$ cat config.mk
export PLATFORM = sky130hd
export DESIGN_NAME = shift_add_mul
export DESIGN_NICKNAME = d
export VERILOG_FILES = /design/src/rtl/mul_pkg.sv /design/src/rtl/mul_ctrl.sv /design/src/rtl/mul_datapath.sv /design/src/rtl/shift_add_mul.sv
export SDC_FILE = /design/constraint.sdc
export NUM_CORES = 1
export LEC_CHECK = 0
export BUFFER_PORTS_ARGS = -buffer_cell sky130_fd_sc_hd__buf_2
export CAP_MARGIN = 20
export CORE_UTILIZATION = 48
export DETAILED_ROUTE_END_ITERATION = 10
export PLACE_DENSITY_LB_ADDON = 0.15
export REMOVE_ABC_BUFFERS = 1
export SLEW_MARGIN = 20
export SYNTH_ARGS = -nofsm -noshare
export SYNTH_HDL_FRONTEND = slang
export SYNTH_SLANG_ARGS = --single-unit
$ cat constraint.sdc
create_clock -name clk -period 2.1 [get_ports clk]
set_clock_uncertainty 0.05 [all_clocks]
set_input_delay 0.21 -clock clk [delete_from_list [all_inputs] [get_ports clk]]
set_output_delay 0.21 -clock clk [all_outputs]
set_load 0.02 [all_outputs]
$ cat src/rtl/mul_pkg.sv
package mul_pkg;
    typedef enum logic [1:0] {
        ST_IDLE = 2'd0,
        ST_RUN  = 2'd1,
        ST_FIN  = 2'd2
    } mul_state_e;
endpackage

$ cat src/rtl/mul_ctrl.sv
module mul_ctrl
    import mul_pkg::*;
#(
    parameter int WIDTH = 8
) (
    input  logic clk,
    input  logic rst_n,
    input  logic start,
    output logic load,
    output logic step,
    output logic busy,
    output logic done
);
    localparam int CNT_W = $clog2(WIDTH + 1);
    localparam logic [CNT_W-1:0] STEPS = CNT_W'(WIDTH);

    mul_state_e       state_q, state_d;
    logic [CNT_W-1:0] left_q, left_d;
    logic             last_step;

    assign last_step = (left_q == CNT_W'(1));

    // next-state and counter
    always_comb begin
        state_d = state_q;
        left_d  = left_q;
        unique case (state_q)
            ST_IDLE: begin
                if (start) begin
                    state_d = ST_RUN;
                    left_d  = STEPS;
                end
            end
            ST_RUN: begin
                left_d = left_q - CNT_W'(1);
                if (last_step) state_d = ST_FIN;
            end
            ST_FIN: begin
                if (start) begin
                    state_d = ST_RUN;
                    left_d  = STEPS;
                end else begin
                    state_d = ST_IDLE;
                end
            end
            default: state_d = ST_IDLE;
        endcase
    end

    // state register
    always_ff @(posedge clk or negedge rst_n) begin
        if (!rst_n) begin
            state_q <= ST_IDLE;
            left_q  <= '0;
        end else begin
            state_q <= state_d;
            left_q  <= left_d;
        end
    end

    // outputs
    always_comb begin
        load = 1'b0;
        step = 1'b0;
        busy = 1'b0;
        done = 1'b0;
        unique case (state_q)
            ST_IDLE: load = start;
            ST_RUN: begin
                step = 1'b1;
                busy = 1'b1;
            end
            ST_FIN: begin
                load = start;
                done = 1'b1;
            end
            default: ;
        endcase
    end

    a_r8_done_single: assert property (@(posedge clk) disable iff (!rst_n)
        done |=> !done);
    a_r8_done_after_busy: assert property (@(posedge clk) disable iff (!rst_n)
        $fell(busy) |-> done);
    a_r4_run_continues: assert property (@(posedge clk) disable iff (!rst_n)
        (state_q == ST_RUN && !last_step) |=> (state_q == ST_RUN));
    a_r6_no_load_busy: assert property (@(posedge clk) disable iff (!rst_n)
        busy |-> !load);
endmodule

$ cat src/rtl/mul_datapath.sv
module mul_datapath #(
    parameter int WIDTH = 8
) (
    input  logic               clk,
    input  logic               rst_n,
    input  logic               load,
    input  logic               step,
    input  logic [WIDTH-1:0]   mcand,
    input  logic [WIDTH-1:0]   mplier,
    output logic [2*WIDTH-1:0] product
);
    logic [WIDTH-1:0] m_q;
    logic [WIDTH-1:0] a_q;
    logic [WIDTH-1:0] q_q;
    logic [WIDTH:0]   sum;   // carry bit plus A

    // conditional add: M only when the current multiplier bit is set
    assign sum = {1'b0, a_q} + (q_q[0] ? {1'b0, m_q} : '0);

    always_ff @(posedge clk or negedge rst_n) begin
        if (!rst_n) begin
            m_q <= '0;
            a_q <= '0;
            q_q <= '0;
        end else if (load) begin
            m_q <= mcand;
            a_q <= '0;
            q_q <= mplier;
        end else if (step) begin
            a_q <= sum[WIDTH:1];
            q_q <= {sum[0], q_q[WIDTH-1:1]};
        end
    end

    assign product = {a_q, q_q};

    a_r2_load_value: assert property (@(posedge clk) disable iff (!rst_n)
        load |=> (a_q == '0 && q_q == $past(mplier)));
    a_r3_q_shifts: assert property (@(posedge clk) disable iff (!rst_n)
        step |=> (q_q[WIDTH-2:0] == $past(q_q[WIDTH-1:1])));
    a_r3_skip_add: assert property (@(posedge clk) disable iff (!rst_n)
        (step && !q_q[0]) |=> ({a_q, q_q} == ($past({a_q, q_q}) >> 1)));
    a_r7_hold: assert property (@(posedge clk) disable iff (!rst_n)
        (!load && !step) |=> ($stable(a_q) && $stable(q_q) && $stable(m_q)));
endmodule

$ cat src/rtl/shift_add_mul.sv
module shift_add_mul #(
    parameter int WIDTH = 8
) (
    input  logic               clk,
    input  logic               rst_n,
    input  logic               start,
    input  logic [WIDTH-1:0]   mcand,
    input  logic [WIDTH-1:0]   mplier,
    output logic               busy,
    output logic               done,
    output logic [2*WIDTH-1:0] product
);
    logic load;
    logic step;

    initial begin
        a_r3_width_ok: assert (WIDTH >= 2);
    end

    mul_ctrl #(.WIDTH(WIDTH)) u_ctrl (
        .clk   (clk),
        .rst_n (rst_n),
        .start (start),
        .load  (load),
        .step  (step),
        .busy  (busy),
        .done  (done)
    );

    mul_datapath #(.WIDTH(WIDTH)) u_dp (
        .clk     (clk),
        .rst_n   (rst_n),
        .load    (load),
        .step    (step),
        .mcand   (mcand),
        .mplier  (mplier),
        .product (product)
    );

    a_r1_reset_idle: assert property (@(posedge clk) $rose(rst_n) |-> (!busy && !done));
endmodule

==> results of run 1 <==
## where the power goes
group	switching [mW]	leakage (nW)	internal (mW)
combinational	0.973	0.583	0.653
clock	0.196	0.0254	0.126
sequential	0.196	0.369	0.855
## flip-flops by register name, indices dropped and copies added (netlist names)
signal / count
u_dp.m_q: 8
u_dp.a_q: 8
u_ctrl.left_q: 4
u_ctrl.state_q: 2
u_dp.q_q: 8
## cells in the mapped netlist, types with 2 or more instances
master / number / share of area [%]
a22oi_1: 5 / 2.4
ha_1: 10 / 7.9
inv_1: 5 / 1.2
nand2b_1: 3 / 1.2
o211ai_1: 3 / 1.4
nor2_1: 6 / 1.4
and2_1: 8 / 3.2
a31oi_1: 4 / 1.6
o21ai_1: 5 / 1.6
dfrtp_1: 30 / 47
nand2_1: 52 / 12
xor2_1: 5 / 2.8
o21ai_0: 7 / 2.2
buf_2: 3 / 0.95
buf_4: 2 / 0.95
nor3b_1: 2 / 0.95
a21oi_1: 4 / 1.3
## critical path, stage by stage (launching register included)
cell      delay (ps)
dfrtp_1          360
and2_4           140
ha_2             190
inv_1             60
fa_2             350
nand2b_4         160
nor3b_1          140
o21ai_1          220
xor2_1           100
a22o_1           180
## repair_timing
action / in CTS / in global routing
endpoints found under the hold margin: 30 / 0
setup endpoints to repair: 1 / 4
resized for setup: 1 / 3
pin swaps: 1 / 3
hold buffers: 1 / 0
## area by class of cell
class / instances / area share (%)
repair buffers: 41 / 11.67
multi-input cells: 129 / 42.04
flip-flops and latches: 30 / 39.79
clock buffers: 7 / 2.387
well taps: 44 / 2.918
inverters: 6 / 1.194
## logic make-up after synthesis
family	share of synthesized area (%)
AO/OA/AOI/OAI	14.36
XOR/XNOR	3.315
adder cells (fa/ha/maj)	9.156
buffers and inverters	3.551
flip-flops	47.36
AND/OR/NAND/NOR	22.26
## metrics by stage
step           utilization [%]  setup slack (ps)  area (um^2)  instances  setup TNS, ps
6_report                 60.81             51.65         1887        257              0
5_1_grt                  60.81            -18.29         1887        257         -33.52
4_1_cts                  60.40             10.34         1874        257              0
3_5_place_dp             58.55            -1.999         1817        249         -1.999
3_3_place_gp             58.55             111.8         1817        249              0
2_1_floorplan                -            -72.77         1551        165         -72.77
## routing by layer
layer / up-vias / track usage, % / part of all wire, %
li1: 655 / - / -
met1: 631 / 24.72 / 43
met2: 26 / 38.52 / 53
met3: 5 / 4.803 / 3.0
met4: 0 / 11.56 / 0.99
met5: - / 0 / 0
## layout by cell type, fill, tap and decap left out, types with 2 or more instances in the layout
| master | n |
|---|---|
| nor3b_1 | 2 |
| nand2_1 | 52 |
| and2_1 | 7 |
| clkbuf_4 | 5 |
| o211ai_1 | 3 |
| clkbuf_1 | 2 |
| a31oi_1 | 4 |
| nand2b_1 | 2 |
| a21oi_1 | 4 |
| buf_2 | 36 |
| buf_4 | 4 |
| o21ai_0 | 7 |
| inv_1 | 5 |
| dfrtp_1 | 30 |
| ha_1 | 9 |
| a22oi_1 | 5 |
| xor2_1 | 5 |
| o21ai_1 | 5 |
| nor2_1 | 6 |
## final timing paths
| kind | end | depth (start not counted) | slack [ps] |
|---|---|---|---|
| max reg2reg | u_dp.a_q[5] | 9 | 50 |
| min | u_dp.m_q[1] | 3 | 20 |
| max in group asynchronous | u_dp.q_q[7] | 2 | 1160 |
| min in group asynchronous | u_dp.a_q[1] | 2 | 400 |
| max | u_dp.a_q[5] | 9 | 50 |
| min reg2reg | u_dp.m_q[7] | 2 | 430 |
==> qor.yml, run 1 <==
multi_input_area_um2: 793.3
synth_edf_count: 0
dr.first_iter.drc_count: 50
crit_arrival_ps: 2220
r2r-start: "u_dp.m_q[0]"
finalHoldViolations: 0
worstMarginPinSlew_ps: 677.0
antenna_found_initial: 0
wl_per_cell_um: 13.42
async_flop_share_pct: 100.0
clock-root-buffer: "clkbuf_4"
yosysSeqAreaShare_pct: 47.36
cts_buffer_depth: 2
synthesis.area_mm2: 0.001585
relSlewSlack_pct: 54.86
avgSynthCellArea_um2: 9.271
period_minus_slack_ps: 2048
fillers: 304
grt_pass1_wl_um: 5589
power_mw: 2.999
synth_cells: 171
core_area_mm2: 0.003103
grt_overflow: 0
numCtsBuffers: 5
setup_viol: 0
start_util_pct: 51.09
wl_um: 3449
hp-start: "mcand[1]"
min_path_type: "in2reg"
first_pass_iters: 4
max-vdd-ir-drop_v: 0.0007331
fmax_mhz: 488.2
via_per_inst: 5.125
ys.flop_type: "dfrtp_1"
drive_gt1_share_pct: 26.76
cts_tree: "yes"
dp_hpwl_um: 2399
critical_path_class: "reg2reg"
crit_path_max_fanout: 3
gp_congestion: 0.8371
setup.worst_path.start: "u_dp.m_q[0]"
clock_sinks: 30
critical_path.endpoint_type: "flop"
vias: 1317
start_kind: "flop"
ant_nets: 0
synth_cell_types: 34
grt_max_degree: 31
post_cts_buffers: 0
area_growth_syn_to_layout_pct: 19.02
period_share_pct: 97.54
seq_area_um2: 750.7
leakagePower_nw: 0.9769
clkLatencyLatePin_ps: 320
status: "complete, no violations"
io_buffers: 36
htreeDepth: 2
ys_seq_elements: 30
hold_ws_ps: 21.29
drcViolationCount: 0
power_density_mw_per_mm2: 1590
slew_violations: 0
dieArea_mm2: 0.003537
grt_usage_pct: 21.96
io-pin-count: 37
clk_pin_slew_worst_paths_ps: 100
fp-row-count: 20
die_y_um: 59.47
cap_violations: 0
die_x_um: 59.47
synth_warnings: 0
n_antenna_cell: 0
crit_required_ps: 2270
nNetsFinal: 243
grt_pass1_vias: 1301
(Power assumes the default switching activity.)
==> run 2, diff against run 1 <==
- CORE_UTILIZATION: 48 -> 29
- PLACE_DENSITY: not set -> 0.56
- PLACE_DENSITY_LB_ADDON: 0.15 -> not set
==> run 2 against run 1 <==
Sequential share of layout area shrank 2.1 points. Critical path depth unchanged. Cell area is 5.4% higher. First-iteration DRC count decreased by 14%. Utilization is 22 points lower. Flip-flop and latch count stayed put. Via count is 0.38% lower. Clock-buffer cell count down 1. Worst setup slack better by 93 ps. Power up 5.7%. Routed wire length increased by 0.90%. Register-to-register slack gained 90 ps. Critical path type unchanged.
==> qor.yml, run 2 (synthesis gave the netlist of run 1 again) <==
status: "complete, no violations"
grt_overflow: 0  # unchanged
clock_sinks: 30  # unchanged
power_density_mw_per_mm2: 1594  # +0.29%
dpl_cell_area_mm2: 0.001864  # +2.6%
final_cell_count_no_fill: 286  # +11%
numCtsBuffers: 5  # unchanged
grt_pass1_wl_um: 6030  # +7.9%
via_per_inst: 4.587  # -10%
crit_chain: "and2_1 > ha_2 > inv_1 > fa_2 > nand2b_4 > nor3b_2 > o21ai_1 > xor2_1 > a22o_1"
period_share_pct: 93.10  # -4.4 points
leakagePower_nw: 1.011  # +3.4%
tns_ps: 0  # unchanged
setup_viol: 0  # unchanged
relSlewSlack_pct: 55.39  # +0.53 points
clock-root-buffer: "clkbuf_8"
first_pass_iters: 4  # unchanged
cts_tree: "yes"
clk_pin_slew_worst_paths_ps: 70  # -30 ps
grt_pass1_vias: 1287  # -1.1%
hold_ws_ps: 60.33  # +39.04 ps
min_path_type: "in2reg"
slew_violations: 0  # unchanged
io-pin-count: 37  # unchanged
io_buffers: 36  # unchanged
n_antenna_cell: 0  # unchanged
rsz0062_at_grt: "false"
fp-row-count: 26  # +30%
power_mw: 3.171  # +5.7%
final_common_cell: "nand2_1"
critical_path_class: "reg2reg"
clkLatencyLatePin_ps: 280  # -40 ps
drcViolationCount: 0  # unchanged
r2r_cells: 9  # unchanged
grt_usage_pct: 13.43  # -8.5 points
cp.depth: 9  # unchanged
wl_um: 3480  # +0.90%
fin_area_mm2: 0.001989  # +5.4%
die_y_um: 75.94  # +28%
r2r_slack_ps: 140  # +90 ps
fillers: 527  # +73%
dp_hpwl_um: 2505  # +4.4%
worstMarginPinSlew_ps: 669.1  # -7.906 ps
cpMaxStageDelayCell: "dfrtp_1"
period_minus_slack_ps: 1955  # -93.19 ps
crit_path_max_fanout: 3  # unchanged
dieArea_mm2: 0.005766  # +63%
start_util_pct: 30.65  # -20 points
critical_path.max_stage_delay_ps: 340  # -20 ps
grt_max_degree: 31  # unchanged
crit_required_ps: 2210  # -60 ps
final_cell_mix: "nand2_1, buf_2, dfrtp_1, ha_1, and2_1"
finalHoldViolations: 0  # unchanged
ant_nets: 0  # unchanged
reg_top3: "u_dp.a_q (8), u_dp.m_q (8), u_dp.q_q (8)"
drive_gt1_share_pct: 29.17  # +2.4 points
dpl.cell_count: 277  # +11%
vias: 1312  # -0.38%
post_cts_buffers: 0  # unchanged
critical_path.endpoint_type: "flop"
nNetsFinal: 245  # +0.82%
antenna_found_initial: 0  # unchanged
crit_arrival_ps: 2070  # -150 ps
start_kind: "flop"
gp_congestion: 0.7680  # -8.3%
die_x_um: 75.94  # +28%
dr.first_iter.drc_count: 43  # -14%
whs_path_depth: 3  # unchanged
wl_per_cell_um: 12.17  # -9.3%
crit_buf_inv: 1  # unchanged
max-vdd-ir-drop_v: 0.0005435  # -26%
htreeDepth: 2  # unchanged
area_growth_syn_to_layout_pct: 25.49
cts_buffer_depth: 2  # unchanged
critPathTopFamily: "adder cells"
fmax_mhz: 511.5  # +4.8%
cap_violations: 0  # unchanged
core_area_mm2: 0.005172  # +67%
run 2: cell types whose count changed in the layout (fill, tap and decap cells not counted), moves of 2 or more:
cell,before,now
clkbuf_8,0,6
clkbuf_1,2,0
buf_4,4,6
clkbuf_4,5,0
run 2: repair_timing:
| action | in CTS | in global routing |
|---|---|---|
| hold buffers | 1 | 0 |
| resized for setup | 0 | 5 |
| hold endpoints to repair | 30 | 0 |
| endpoints found under the setup margin | 0 | 4 |
run 2: cell type report:
| cell class | count | area (um^2) | area share, % |
|---|---|---|---|
| Multi-Input combinational cell | 129 | 798.3 | 40.13 |
| Sequential cell | 30 | 750.7 | 37.74 |
| Timing Repair Buffer | 43 | 235.2 | 11.82 |
| Tap cell | 70 | 87.58 | 4.403 |
| Clock buffer | 6 | 82.58 | 4.151 |
| Inverter | 6 | 22.52 | 1.132 |
| Clock inverter | 2 | 12.51 | 0.6289 |
run 2: stage by stage:
stage	utilization (%)	setup slack [ps]
after global routing	38.46	11.60
after global placement	36.04	130.4
after floorplan	-	-72.77
final	38.46	144.8
after detailed placement	36.04	81.75
after CTS	38.07	63.76
run 2: worst paths after layout:
check,start,end
setup reg to reg,u_dp.m_q[0],u_dp.a_q[5]
min in group asynchronous,rst_n,u_dp.m_q[2]
max in group asynchronous,rst_n,u_ctrl.left_q[2]
setup / recovery,u_dp.m_q[0],u_dp.a_q[5]
hold reg to reg,u_dp.m_q[4],u_dp.m_q[4]
hold / removal,mcand[4],u_dp.m_q[4]
run 2: worst min-delay path, cell delays in order:
cell and delay (ps):
buf_2 70, nand2_1 40, nand2_1 40
run 2: per-layer routing:
metal	wire [um]	track usage [%]	part of all wire, %
met3	164	3.855	4.7
met2	1618	22.18	46
met5	0	0	0
met1	1649	16.30	47
met4	47	5.769	1.4
run 2: power breakdown:
group	internal (mW)	leakage (nW)	switching [mW]	total, mW
Combinational	0.663	0.594	0.962	1.62
Clock	0.263	0.0472	0.228	0.491
Sequential	0.857	0.369	0.198	1.06
==> run 3, diff against run 2 <==
- RECOVER_POWER: not set -> 100
==> run 3 against run 2 <==
Routed wire length fell by 0.63%. Clock power barely moved. Combinational power fell by 4%. Worst setup slack got worse by 1.6 ps. Cell count did not move. Flip-flop and latch count did not move. Largest cell class unchanged.
==> qor.yml, run 3 (synthesis gave the netlist of run 1 again) <==
status: "complete, no violations"
min_path_type: "in2reg"
crit_arrival_ps: 2070  # about the same
grt_pass1_wl_um: 6030  # unchanged
final_common_cell: "nand2_1"
final_cell_mix: "nand2_1, dfrtp_1, buf_2, clkbuf_1, ha_1"
cts_buffer_depth: 2  # unchanged
dr.first_iter.drc_count: 49  # +14%
cpMaxStageDelayCell: "dfrtp_1"
cap_violations: 0  # unchanged
dp_hpwl_um: 2505  # unchanged
antenna_found_initial: 0  # unchanged
nNetsFinal: 245  # unchanged
crit_required_ps: 2210  # about the same
dpl_cell_area_mm2: 0.001864  # unchanged
core_area_mm2: 0.005172  # unchanged
die_x_um: 75.94  # unchanged
crit_chain: "and2_1 > ha_2 > inv_1 > fa_2 > nand2b_4 > nor3b_2 > o21ai_1 > xor2_1 > a22o_1"
worstMarginPinSlew_ps: 736.9  # +67.75 ps
n_antenna_cell: 0  # unchanged
grt_pass1_vias: 1287  # unchanged
tns_ps: 0  # unchanged
io_buffers: 36  # unchanged
via_per_inst: 4.552  # -0.76%
clock-root-buffer: "clkbuf_8"
wl_per_cell_um: 12.09  # -0.63%
wl_um: 3458  # -0.63%
drive_gt1_share_pct: 19.91  # -9.3 points
rsz0062_at_grt: "false"
crit_path_max_fanout: 3  # unchanged
crit_buf_inv: 1  # unchanged
first_pass_iters: 4  # unchanged
final_cell_count_no_fill: 286  # unchanged
reg2reg_to: "u_dp.a_q[5]"
power_frac_clock_pct: 15.8  # +0.3 points
grt_max_degree: 31  # unchanged
critical_path.max_stage_delay_ps: 340  # about the same
grt_usage_pct: 13.43  # unchanged
ant_nets: 0  # unchanged
finalHoldViolations: 0  # unchanged
clk_pin_slew_worst_paths_ps: 70  # about the same
period_minus_slack_ps: 1957  # +1.587 ps
r2r-start: "u_dp.m_q[0]"
fp-row-count: 26  # unchanged
min_to: "u_dp.m_q[4]"
swShare_pct: 44.51  # +0.73 points
final_util_pct: 37.81  # -0.65 points
vias: 1302  # -0.76%
clkLatencyLatePin_ps: 280  # about the same
relSlewSlack_pct: 50.87  # -4.5 points
start_kind: "flop"
io-pin-count: 37  # unchanged
dpl.cell_count: 277  # unchanged
slew_violations: 0  # unchanged
die_y_um: 75.94  # unchanged
r2r_slack_ps: 140  # about the same
hold_ws_ps: 60.65  # +0.3272 ps
cts_tree: "yes"
switchingPower_mw: 1.381  # -0.55%
numCtsBuffers: 5  # unchanged
reg_top3: "u_dp.a_q (8), u_dp.m_q (8), u_dp.q_q (8)"
start_util_pct: 30.65  # unchanged
gp_congestion: 0.7680  # unchanged
area_growth_syn_to_layout_pct: 23.36
fin_area_mm2: 0.001956  # -1.7%
dieArea_mm2: 0.005766  # unchanged
seqPwrFrac_pct: 34.0  # +0.7 points
setup_viol: 0  # unchanged
period_share_pct: 93.18  # about the same
max-vdd-ir-drop_v: 0.0005249  # -3.4%
leakagePower_nw: 0.9482  # -6.2%
grt_overflow: 0  # unchanged
fmax_mhz: 511.1  # about the same
critical_path.endpoint_type: "flop"
clock_sinks: 30  # unchanged
htreeDepth: 2  # unchanged
r2r_cells: 9  # unchanged
drcViolationCount: 0  # unchanged
whs_path_depth: 3  # unchanged
fillers: 536  # +1.7%
power_density_mw_per_mm2: 1586  # -0.50%
combinationalPowerShare_pct: 50.2  # -1.0 points
critical_path_class: "reg2reg"
hp-start: "mcand[4]"
internal_power_mw: 1.721  # -3.5%
critPathTopFamily: "adder cells"
-- run 3: worst max path at each step --
stage | cells after the start | endpoint | startpoint
6_report | 9 | u_dp.a_q[5] | u_dp.m_q[0]
5_1_grt | 9 | u_dp.a_q[5] | u_dp.q_q[0]
4_1_cts | 9 | u_dp.a_q[5] | u_dp.m_q[0]
3_5_place_dp | 9 | u_dp.a_q[5] | u_dp.m_q[0]
3_3_place_gp | 9 | u_dp.a_q[6] | u_dp.q_q[0]
2_1_floorplan | 9 | u_dp.a_q[5] | u_dp.q_q[0]
-- run 3: layout make-up --
cell class	count	area, um^2	share of cell area, %
well taps	70	87.58	4.479
inverters	6	22.52	1.152
clock buffers	6	82.58	4.223
flip-flops and latches	30	750.7	38.39
clock inverters	2	12.51	0.6398
repair buffers	43	207.7	10.62
multi-input cells	129	792.0	40.50
-- run 3: stage by stage --
stage          worst slack [ps]  power (mW)
4_1_cts                   63.76       3.180
3_3_place_gp              130.4       2.663
6_report                  143.3       3.102
5_1_grt                   11.09       3.403
2_1_floorplan            -72.77       2.142
3_5_place_dp              81.75       2.672
-- run 3: timing repair --
item,CTS,global route
hold buffers,1,0
endpoints found under the setup margin,0,4
resized for setup,0,5
buffers inserted,0,0
endpoints found under the hold margin,30,0
-- run 3: per-layer routing --
| layer | up-vias | wire, um | global-route usage, % |
|---|---|---|---|
| met5 | - | 0 | 0 |
| met4 | 0 | 47 | 5.769 |
| met3 | 5 | 192 | 3.855 |
| met2 | 30 | 1598 | 22.18 |
| met1 | 607 | 1619 | 16.30 |
| li1 | 660 | - | - |
-- run 3: power groups by stage --
stage	Sequential (mW)	Combinational, mW	Clock, mW
4_1_cts	1.06	1.62	0.507
3_5_place_dp	1.06	1.61	0
2_1_floorplan	1.21	0.930	0
3_3_place_gp	1.06	1.60	0
5_1_grt	1.10	1.77	0.533
6_report	1.05	1.56	0.490
-- run 3: worst reg2reg max path: cells and delay by family, from the launching register on --
kind	cells	cell delay, ps
AOI/OAI and AO/OA	2	390
and+or+nand+nor	3	430
DFF	1	340
adders and majority gates	2	500
xor gates and xnor gates	1	90
buffers and inverters	1	50
